===== src/rtl/mmpv_pkg.sv =====
// Package for the baud-rate phase detector.
// Holds the ternary direction coding and the three-symbol pattern lookup
// that every lane shares. Assumes windows are packed oldest symbol first.
package mmpv_pkg;

    // Two-bit ternary direction: +1 late, -1 early, 0 none.
    typedef enum logic [1:0] {
        DIR_NONE  = 2'b00,
        DIR_LATE  = 2'b01,
        DIR_EARLY = 2'b11
    } dir_e;

    // Pattern lookup. d and e are windows with bit 2 = two symbols back,
    // bit 1 = one symbol back, bit 0 = current symbol.
    function automatic dir_e classify(input logic [2:0] d, input logic [2:0] e);
        dir_e r;
        r = DIR_NONE;
        case (d)
            3'b001: begin
                if (e[1] && !e[0])       r = DIR_LATE;
                else if (e[2] && !e[1])  r = DIR_EARLY;
            end
            3'b011, 3'b100: begin
                if (!e[1] && e[0])       r = DIR_LATE;
                else if (!e[2] && e[1])  r = DIR_EARLY;
            end
            3'b110: begin
                if (e[1] && !e[0])                r = DIR_LATE;
                else if (e[2] && !e[1] && !e[0])  r = DIR_EARLY;
            end
            default: r = DIR_NONE;
        endcase
        return r;
    endfunction

endpackage


===== src/rtl/mmpv_history.sv =====
// Symbol history for the phase detector.
// Keeps the last two data bits and error signs of the previous accepted
// word and presents an extended vector {current word, history} so that
// lane i sees its window at positions i..i+2. Also reports whether a word
// has been accepted since reset. Assumes LANES >= 2.
module mmpv_history #(
    parameter int LANES = 4
) (
    input  logic               clk,
    input  logic               rst_n,
    input  logic               in_valid,
    input  logic [LANES-1:0]   in_data,
    input  logic [LANES-1:0]   in_err,
    output logic [LANES+1:0]   ext_data,
    output logic [LANES+1:0]   ext_err,
    output logic               primed
);
    localparam int HIST = 2;

    logic [HIST-1:0] hist_d;
    logic [HIST-1:0] hist_e;

    // Capture the newest two symbols of each accepted word.
    always_ff @(posedge clk) begin
        if (!rst_n) begin
            hist_d <= '0;
            hist_e <= '0;
            primed <= 1'b0;
        end else if (in_valid) begin
            hist_d <= in_data[LANES-1:LANES-HIST];
            hist_e <= in_err[LANES-1:LANES-HIST];
            primed <= 1'b1;
        end
    end

    // Join history below the current word: index 0 is the oldest symbol.
    always_comb begin
        ext_data = {in_data, hist_d};
        ext_err  = {in_err, hist_e};
    end

endmodule


===== src/rtl/mmpv_lane_decode.sv =====
// One lane of pattern decode.
// Takes a three-symbol data window and error-sign window (bit 2 oldest)
// and returns the ternary timing direction. Purely combinational.
module mmpv_lane_decode
    import mmpv_pkg::*;
(
    input  logic [2:0] d_win,
    input  logic [2:0] e_win,
    output dir_e       dir
);
    // Look the window up in the shared pattern table.
    always_comb dir = classify(d_win, e_win);
endmodule


===== src/rtl/mmpv_vote.sv =====
// Sign-of-sum vote over the per-lane ternary codes.
// Adds +1 per late lane and -1 per early lane and returns the sign of the
// total. Ties and all-none give none. Purely combinational.
module mmpv_vote
    import mmpv_pkg::*;
#(
    parameter int LANES = 4
) (
    input  logic [2*LANES-1:0] codes,
    output dir_e               vote
);
    localparam int SUM_W = $clog2(LANES + 1) + 1;
    localparam logic signed [SUM_W-1:0] ONE  = SUM_W'(1);
    localparam logic signed [SUM_W-1:0] ZERO = '0;

    logic signed [SUM_W-1:0] acc;

    // Accumulate the signed lane contributions.
    always_comb begin
        acc = ZERO;
        for (int i = 0; i < LANES; i++) begin
            if (codes[2*i +: 2] == DIR_LATE)       acc = acc + ONE;
            else if (codes[2*i +: 2] == DIR_EARLY) acc = acc - ONE;
        end
    end

    // Reduce the total to its sign.
    always_comb begin
        if (acc > ZERO)      vote = DIR_LATE;
        else if (acc < ZERO) vote = DIR_EARLY;
        else                 vote = DIR_NONE;
    end
endmodule


===== src/rtl/mm_phase_vote.sv =====
// Baud-rate sign-sampled phase detector with lane vote (top).
// Accepts a word of LANES data decisions and error signs per valid cycle,
// decodes each lane's three-symbol window and votes the lanes into one
// direction. Outputs are registered, one cycle after the accepted word.
// Results of the first word after reset are forced to none.
// Assumes LANES >= 2; reset is synchronous and active low.
module mm_phase_vote
    import mmpv_pkg::*;
#(
    parameter int LANES = 4
) (
    input  logic               clk,
    input  logic               rst_n,
    input  logic               in_valid,
    input  logic [LANES-1:0]   in_data,
    input  logic [LANES-1:0]   in_err,
    output logic               out_valid,
    output logic [1:0]         out_vote,
    output logic [2*LANES-1:0] out_lane_dir
);
    localparam int EXT_W = LANES + 2;

    logic [EXT_W-1:0]   ext_data;
    logic [EXT_W-1:0]   ext_err;
    logic               primed;
    logic [2*LANES-1:0] lane_codes;
    dir_e               vote_c;

    mmpv_history #(.LANES(LANES)) u_hist (
        .clk      (clk),
        .rst_n    (rst_n),
        .in_valid (in_valid),
        .in_data  (in_data),
        .in_err   (in_err),
        .ext_data (ext_data),
        .ext_err  (ext_err),
        .primed   (primed)
    );

    // One decoder per lane, each on its own sliding window.
    for (genvar g = 0; g < LANES; g++) begin : g_lane
        dir_e lane_dir;
        mmpv_lane_decode u_dec (
            .d_win ({ext_data[g], ext_data[g+1], ext_data[g+2]}),
            .e_win ({ext_err[g],  ext_err[g+1],  ext_err[g+2]}),
            .dir   (lane_dir)
        );
        assign lane_codes[2*g +: 2] = lane_dir;
    end

    mmpv_vote #(.LANES(LANES)) u_vote (
        .codes (lane_codes),
        .vote  (vote_c)
    );

    // Register results; zero them when idle or before history exists.
    always_ff @(posedge clk) begin
        if (!rst_n) begin
            out_valid    <= 1'b0;
            out_vote     <= DIR_NONE;
            out_lane_dir <= '0;
        end else begin
            out_valid <= in_valid;
            if (in_valid && primed) begin
                out_vote     <= vote_c;
                out_lane_dir <= lane_codes;
            end else begin
                out_vote     <= DIR_NONE;
                out_lane_dir <= '0;
            end
        end
    end

endmodule


===== config.mk =====
export PLATFORM = sky130hd
export DESIGN_NAME = mm_phase_vote
export DESIGN_NICKNAME = d
export VERILOG_FILES = /design/src/rtl/mmpv_pkg.sv /design/src/rtl/mmpv_history.sv /design/src/rtl/mmpv_lane_decode.sv /design/src/rtl/mmpv_vote.sv /design/src/rtl/mm_phase_vote.sv
export SDC_FILE = /design/constraint.sdc
export NUM_CORES = 1
export LEC_CHECK = 0
export ABC_AREA = 1
export BUFFER_PORTS_ARGS = -buffer_cell sky130_fd_sc_hd__buf_4
export CAP_MARGIN = 5
export CORE_MARGIN = 1.5
export CORE_UTILIZATION = 45
export CTS_BUF_LIST = sky130_fd_sc_hd__clkbuf_8 sky130_fd_sc_hd__clkbuf_16
export DETAILED_ROUTE_END_ITERATION = 12
export HOLD_SLACK_MARGIN = 0.05
export PLACE_DENSITY = 0.76
export SYNTH_ARGS = -nofsm -noshare
export SYNTH_HDL_FRONTEND = slang
export SYNTH_SLANG_ARGS = --single-unit

===== constraint.sdc =====
create_clock -name clk -period 4.8 [get_ports clk]
set_clock_uncertainty 0.2 [all_clocks]
set_input_delay 0.96 -clock clk [delete_from_list [all_inputs] [get_ports clk]]
set_output_delay 0.96 -clock clk [all_outputs]
set_load 0.1 [all_outputs]

After elaboration in Yosys (flattened, before gate mapping)
Index checks and enable logic that the tools add are counted.
{ "totals": {"romBits": 0, "ramBits": 0, "word_cells": 106, "reg_bits": 16, "out_inout_bits": 11, "inputBits": 11, "latch_bits": 0, "mem_count": 0} }
{ "classes": {"n_bitwise": 2, "n_reduce_logical": 27, "eq_ne": 24, "mul": 0, "magnitude_cmp": 2, "muxes": 38, "n_div": 0, "n_addsub": 6, "n_shift": 0} }
{ "op_table": {"columns": ["cell", "count"], "rows": [
  ["2-bit 2-to-1 mux", 25],
  ["4-bit 2-to-1 mux", 8],
  ["3-bit == test, second input constant", 8],
  ["2-bit one-hot mux with 3 select lines", 4],
  ["1-bit logical AND", 15],
  ["4-bit by 2-bit adder with 4-bit output, second input constant", 3],
  ["3-bit by 1-bit == test with 1-bit output, second input constant", 4],
  ["3-bit by 2-bit == test with 1-bit output, second input constant", 4],
  ["4-bit by 2-bit subtractor with 4-bit output, second input constant", 3],
  ["2-bit by 1-bit == test with 1-bit output, second input constant", 4],
  ["2-bit == test, second input constant", 4],
  ["2-bit OR reduction", 4],
  ["1-bit logical NOT", 6],
  ["4-bit by 1-bit greater-than comparator with 1-bit output, second input constant", 1],
  ["4-bit by 1-bit < comparator with 1-bit output, second input constant", 1],
  ["3-bit OR reduction", 1],
  ["1-bit inverter", 2],
  ["2-bit AND reduction", 1],
  ["1-bit 2-to-1 mux", 1]
]} }

Logic depth before layout (Yosys ltp)
{ "logic_depth": {"depth_word": 21, "ltp_mapped": 24, "mapped_depth_nobuf": 23} }

Hierarchy
Synthesis repeated with hierarchy kept, for this count alone.
{ "hier_totals": {"hier_cells": 259, "hier_area_um2": 1490.2} }
{ "by_module_without_submodules": {"columns": ["mod", "instances", "area_each_um2", "cells_per_inst"], "rows": [
  ["mmpv_lane_decode", 4, 130.1, 29],
  ["mmpv_vote", 1, 385.4, 74],
  ["mm_phase_vote", 1, 320.3, 34],
  ["mmpv_history", 1, 264.0, 35]
]} }

Worst setup path before layout
OpenSTA, ideal clock, no wires.
{ "synth_timing": {"path_type": "in2reg", "startpoint": "in in_data[0]", "endpoint": "reg out_vote[0]", "t_arrival_ns": 3.104, "path_slack_ns": 1.383, "n_path_buf": 1, "required_ns": 4.487, "path_stages": 22, "cell_sequence": "buf_6 > inv_2 > nand3_1 > or2_1 > nand3_1 > inv_1 > nand2_2 > nand2_4 > nand2_4 > inv_1 > ha_1 > inv_1 > nand2_1 > nand2_1 > inv_1 > nand2_2 > ha_1 > a22oi_1 > xor2_1 > nand4_1 > nand2_1 > nand2_1"} }
{ "synth_between": {"elab_chain_cells": 18, "elab_cells_between_ends": 42, "classes_between": "add/sub (6); order compare (2); eq/ne (18); mux (13); reduce/logical (3)"} }
{ "synth_lines": {"columns": ["element", "line", "rtl"], "rows": [
  ["start, declared", "mm_phase_vote.sv:15", "input logic [LANES-1:0] in_data,"],
  ["3-bit by 2-bit == test with 1-bit output / 3-bit == test (equally long branches)", "mmpv_pkg.sv:18", "case (d)"],
  ["2-bit OR reduction", "mmpv_pkg.sv:18", null],
  ["2-bit one-hot mux with 3 select lines", "mmpv_pkg.sv:18", null],
  ["2-bit == test", "mmpv_vote.sv:23", "else if (codes[2*i +: 2] == DIR_EARLY) acc = acc - ONE;"],
  ["4-bit 2-to-1 mux", "mmpv_vote.sv:23", null],
  ["4-bit 2-to-1 mux", "mmpv_vote.sv:22", "if (codes[2*i +: 2] == DIR_LATE) acc = acc + ONE;"],
  ["4-bit by 2-bit subtractor with 4-bit output", "mmpv_vote.sv:23", null],
  ["4-bit 2-to-1 mux", "mmpv_vote.sv:23", null],
  ["(+2 left out)", null, null],
  ["4-bit 2-to-1 mux", "mmpv_vote.sv:23", null],
  ["4-bit 2-to-1 mux (*)", "mmpv_vote.sv:22", null],
  ["4-bit by 2-bit subtractor with 4-bit output", "mmpv_vote.sv:23", null],
  ["4-bit 2-to-1 mux", "mmpv_vote.sv:23", null],
  ["4-bit 2-to-1 mux (*)", "mmpv_vote.sv:22", null],
  ["4-bit by 1-bit < comparator with 1-bit output", "mmpv_vote.sv:30", "else if (acc < ZERO) vote = DIR_EARLY;"],
  ["2-bit 2-to-1 mux", "mmpv_vote.sv:30", null],
  ["1-bit 2-to-1 mux (*)", "mmpv_vote.sv:29", "if (acc > ZERO) vote = DIR_LATE;"],
  ["end signal, assigned", "mm_phase_vote.sv:65", "out_vote <= vote_c;"],
  ["end, declared", "mm_phase_vote.sv:18", "output logic [1:0] out_vote,"]
]} }
Mark *: on every way between the ends. The rest lies on a longest branch, timed or not.
A chain may end at the register's enable or synchronous reset.

Worst setup path after layout
Same ends and word-level chain as after synthesis.

==> impl_metrics.json <==
{
  "run_status": "completed",
  "synthCells": 222,
  "worstPathArrival_ns": 3.36,
  "worstPathMaxFanout": 9,
  "syn_area_sq_um": 1330,
  "path_class": "input pin to flip-flop",
  "synth_area_per_cell_sq_um": 5.991,
  "setup_violations": 0,
  "path_cells": "buf_4 > inv_2 > nand3_1 > or2_1 > nand3_1 > inv_1 > nand2_2 > nand2_4 > nand2_4 > inv_1 > ha_1 > inv_1 > nand2_1 > nand2_1 > inv_1 > nand2_2 > ha_1 > a22oi_1 > xor2_1 > nand4_1 > nand2_1 > nand2_1",
  "syn_nets": 237,
  "num_rows": 19,
  "hold_buffers": 0,
  "peakVddDrop_v": 0.0001603,
  "crit_family": "simple AND/OR/NAND/NOR gates",
  "path_clk_slew_ns": 0.06,
  "ys_top_cells_by_area": "dfxtp_1 24%, nand2_1 19%, inv_1 10%, nand3_1 8.7%, nor2_1 4.8%",
  "hold-path-cell-count": 2,
  "root_buffer": "clkbuf_8",
  "grt_pass1_vias": 1034,
  "min_path_type": "flip-flop to flip-flop",
  "io_pins": 22,
  "start_util": 0.4782,
  "clk_path_buf_depth": 2,
  "finalNetCount": 259,
  "grt_max_degree": 11,
  "fmax_mhz": 292.4,
  "r2r_slack_ns": 1.76,
  "grt_pass1_wl_um": 4623,
  "cts_tree": "done",
  "cts_buffers": 3,
  "yosysWarnings": 0,
  "design_area_sq_um": 1534,
  "worstHoldStart": "u_hist.primed",
  "detail-route-antenna-nets": 0,
  "layout-drive-gt1-share": 0.2190,
  "dp_hpwl_um": 2105,
  "cp_num_buf_inv": 6,
  "synth-seq-cells": 16,
  "r2r_cells": 21,
  "timing.final.crit_share": 0.7124,
  "reg2reg_to": "out_vote[0]",
  "dp.cells": 270,
  "met3_length_um": 87,
  "placed_area_sq_um": 1493,
  "worst_pin_slew_ns": 0.4154,
  "dp_slack_ns": 1.119,
  "ctsResizeCount": 0,
  "drt-wirelength-per-cell_um": 9.220,
  "syn_to_final_growth_pct": 15.33,
  "drcViolationCount": 0,
  "cellLeakagePower_uw": 0.0009096,
  "drv_cap": 0,
  "final-instance-count-excl-fill": 273,
  "period_minus_slack_ns": 3.420,
  "clock-sinks": 16,
  "antenna_found_initial": 0,
  "route.met2.wl_um": 1132,
  "hold_slack_ns": 0.2440,
  "core_area_sq_um": 2781,
  "cts_setup_buffers": 0,
  "wirelength_met1_um": 1279,
  "totalWireLength_um": 2517,
  "die_w_um": 57.37,
  "n_antenna_cell": 0,
  "clk_latency_ns": 0.24,
  "relSlewSlack": 0.7228,
  "place.gp.congestion": 0.8686,
  "synth_top_cell_area_share": 0.2408,
  "drt-initial-drc-count": 37,
  "vias": 1279,
  "synthDistinctLibCells": 26,
  "routed_via_density": 4.685,
  "crit_path_start_kind": "input pin",
  "whs_endpoint": "u_hist.primed",
  "final.setup.tns_ns": 0,
  "slew_viol_final": 0,
  "slowest_delay_ns": 0.28,
  "hold_viol_final": 0,
  "dr.pass1.iters": 4,
  "powerDensity_nw_per_um2": 250.2,
  "grt_use_total": 0.1743,
  "synth_top_area_cell": "dfxtp_1",
  "cp_slowest_cell": "ha_1",
  "r2r_start": "u_hist.hist_d[1]",
  "top_layer": "met4",
  "grt_overflow_total": 0,
  "dieArea_sq_um": 3291,
  "end_kind": "flip-flop",
  "required_ns": 4.74,
  "rsz0062_at_grt": "false",
  "multi_input_area_sq_um": 822.0,
  "die_y_um": 57.37,
  "io_buffers": 21,
  "fillers": 282,
  "regArea_sq_um": 320.3,
  "htree_num_levels": 1,
  "yosysSeqAreaShare": 0.2408,
  "setup_slack_ns": 1.380
}
## how the worst max path moves through the flow
stage | from | to | slack, ns | cells after the start
global placement | in_data[0] | out_vote[0] | 1.19 | 22
floorplan | in_data[0] | out_vote[0] | 1.38 | 22
CTS | in_data[0] | out_vote[0] | 1.38 | 22
global route | in_data[0] | out_vote[0] | 1.00 | 22
detailed placement | in_data[0] | out_vote[0] | 1.12 | 22
finish | in_data[0] | out_vote[0] | 1.38 | 22
## flip-flops by register name (all words and copies together) (netlist names)
signal         cells
out_vote           2
out_valid          1
u_hist.primed      1
u_hist.hist_d      2
out_lane_dir       8
u_hist.hist_e      2
## worst min-delay path: cells and delay by family, from the launching register on
kind	cells	cell delay, ns
flops	1	0.31
simple gates	2	0.09
## synthesized netlist by cell type (all sizes together)
cell type  instances
nand2             78
o21a               1
nor2              24
buf                3
ha                 4
nand3             27
nand4              2
o21bai             1
dfxtp             16
a22oi              1
o211ai             1
xor2               1
o21ai             13
inv               41
a21oi              7
clkbuf             1
or2                1
## layout by cell type (no fill, tap or decap)
| cell | netlist | final |
|---|---|---|
| o21ai_1 | 3 | 3 |
| a21oi_2 | 1 | 1 |
| nand3_1 | 23 | 23 |
| nand4_1 | 2 | 2 |
| ha_1 | 4 | 4 |
| o21bai_1 | 1 | 1 |
| a22oi_1 | 1 | 1 |
| nor2_2 | 5 | 5 |
| o211ai_1 | 1 | 1 |
| nand2_2 | 9 | 9 |
| xor2_1 | 1 | 1 |
| or2_1 | 1 | 1 |
| inv_2 | 5 | 5 |
| buf_4 | 1 | 21 |
| inv_1 | 36 | 36 |
| nor2_4 | 2 | 2 |
| dfxtp_1 | 16 | 16 |
| o21ai_0 | 10 | 10 |
| a21oi_1 | 6 | 6 |
| nand2_4 | 3 | 3 |
| clkbuf_8 | 0 | 3 |
| nor2_1 | 17 | 17 |
| nand3_2 | 4 | 4 |
| nand2_1 | 66 | 66 |
| o21a_1 | 1 | 1 |
## final cells by class
type / count / area share
inverters: 41 / 0.1003
clock buffers: 3 / 0.02692
repair buffers: 21 / 0.1028
flip-flops and latches: 16 / 0.2088
well taps: 31 / 0.02529
multi-input cells: 161 / 0.5359
## cell families (layout without fill, tap and decap cells)
kind of cell,after synthesis,in the layout,share of synthesized area
AOI/OAI and AO/OA,24,24,0.1007
xor gates and xnor gates,1,1,0.006586
and+or+nand+nor,132,132,0.4732
adders and majority gates,4,4,0.03763
DFF,16,16,0.2408
buffers and inverters,45,65,0.1411
## report_power, final
part	total, uW	internal [uW]	switching, uW
clock	99.8	55.5	44.3
sequential	143	139	4.86
combinational	141	47.0	93.6
## metrics by stage
stage	power (uW)	utilization
floorplan	260.8	-
global placement	286.8	0.5367
detailed placement	287.7	0.5367
CTS	387.5	0.5515
global route	413.5	0.5515
finish	383.9	0.5515
## routing by layer
metal	GRT usage	vias up
li1	-	724
met1	0.2503	531
met2	0.2679	22
met3	0.02948	2
met4	0.04983	0
met5	0	-
Power figures use the tool's default switching activity.
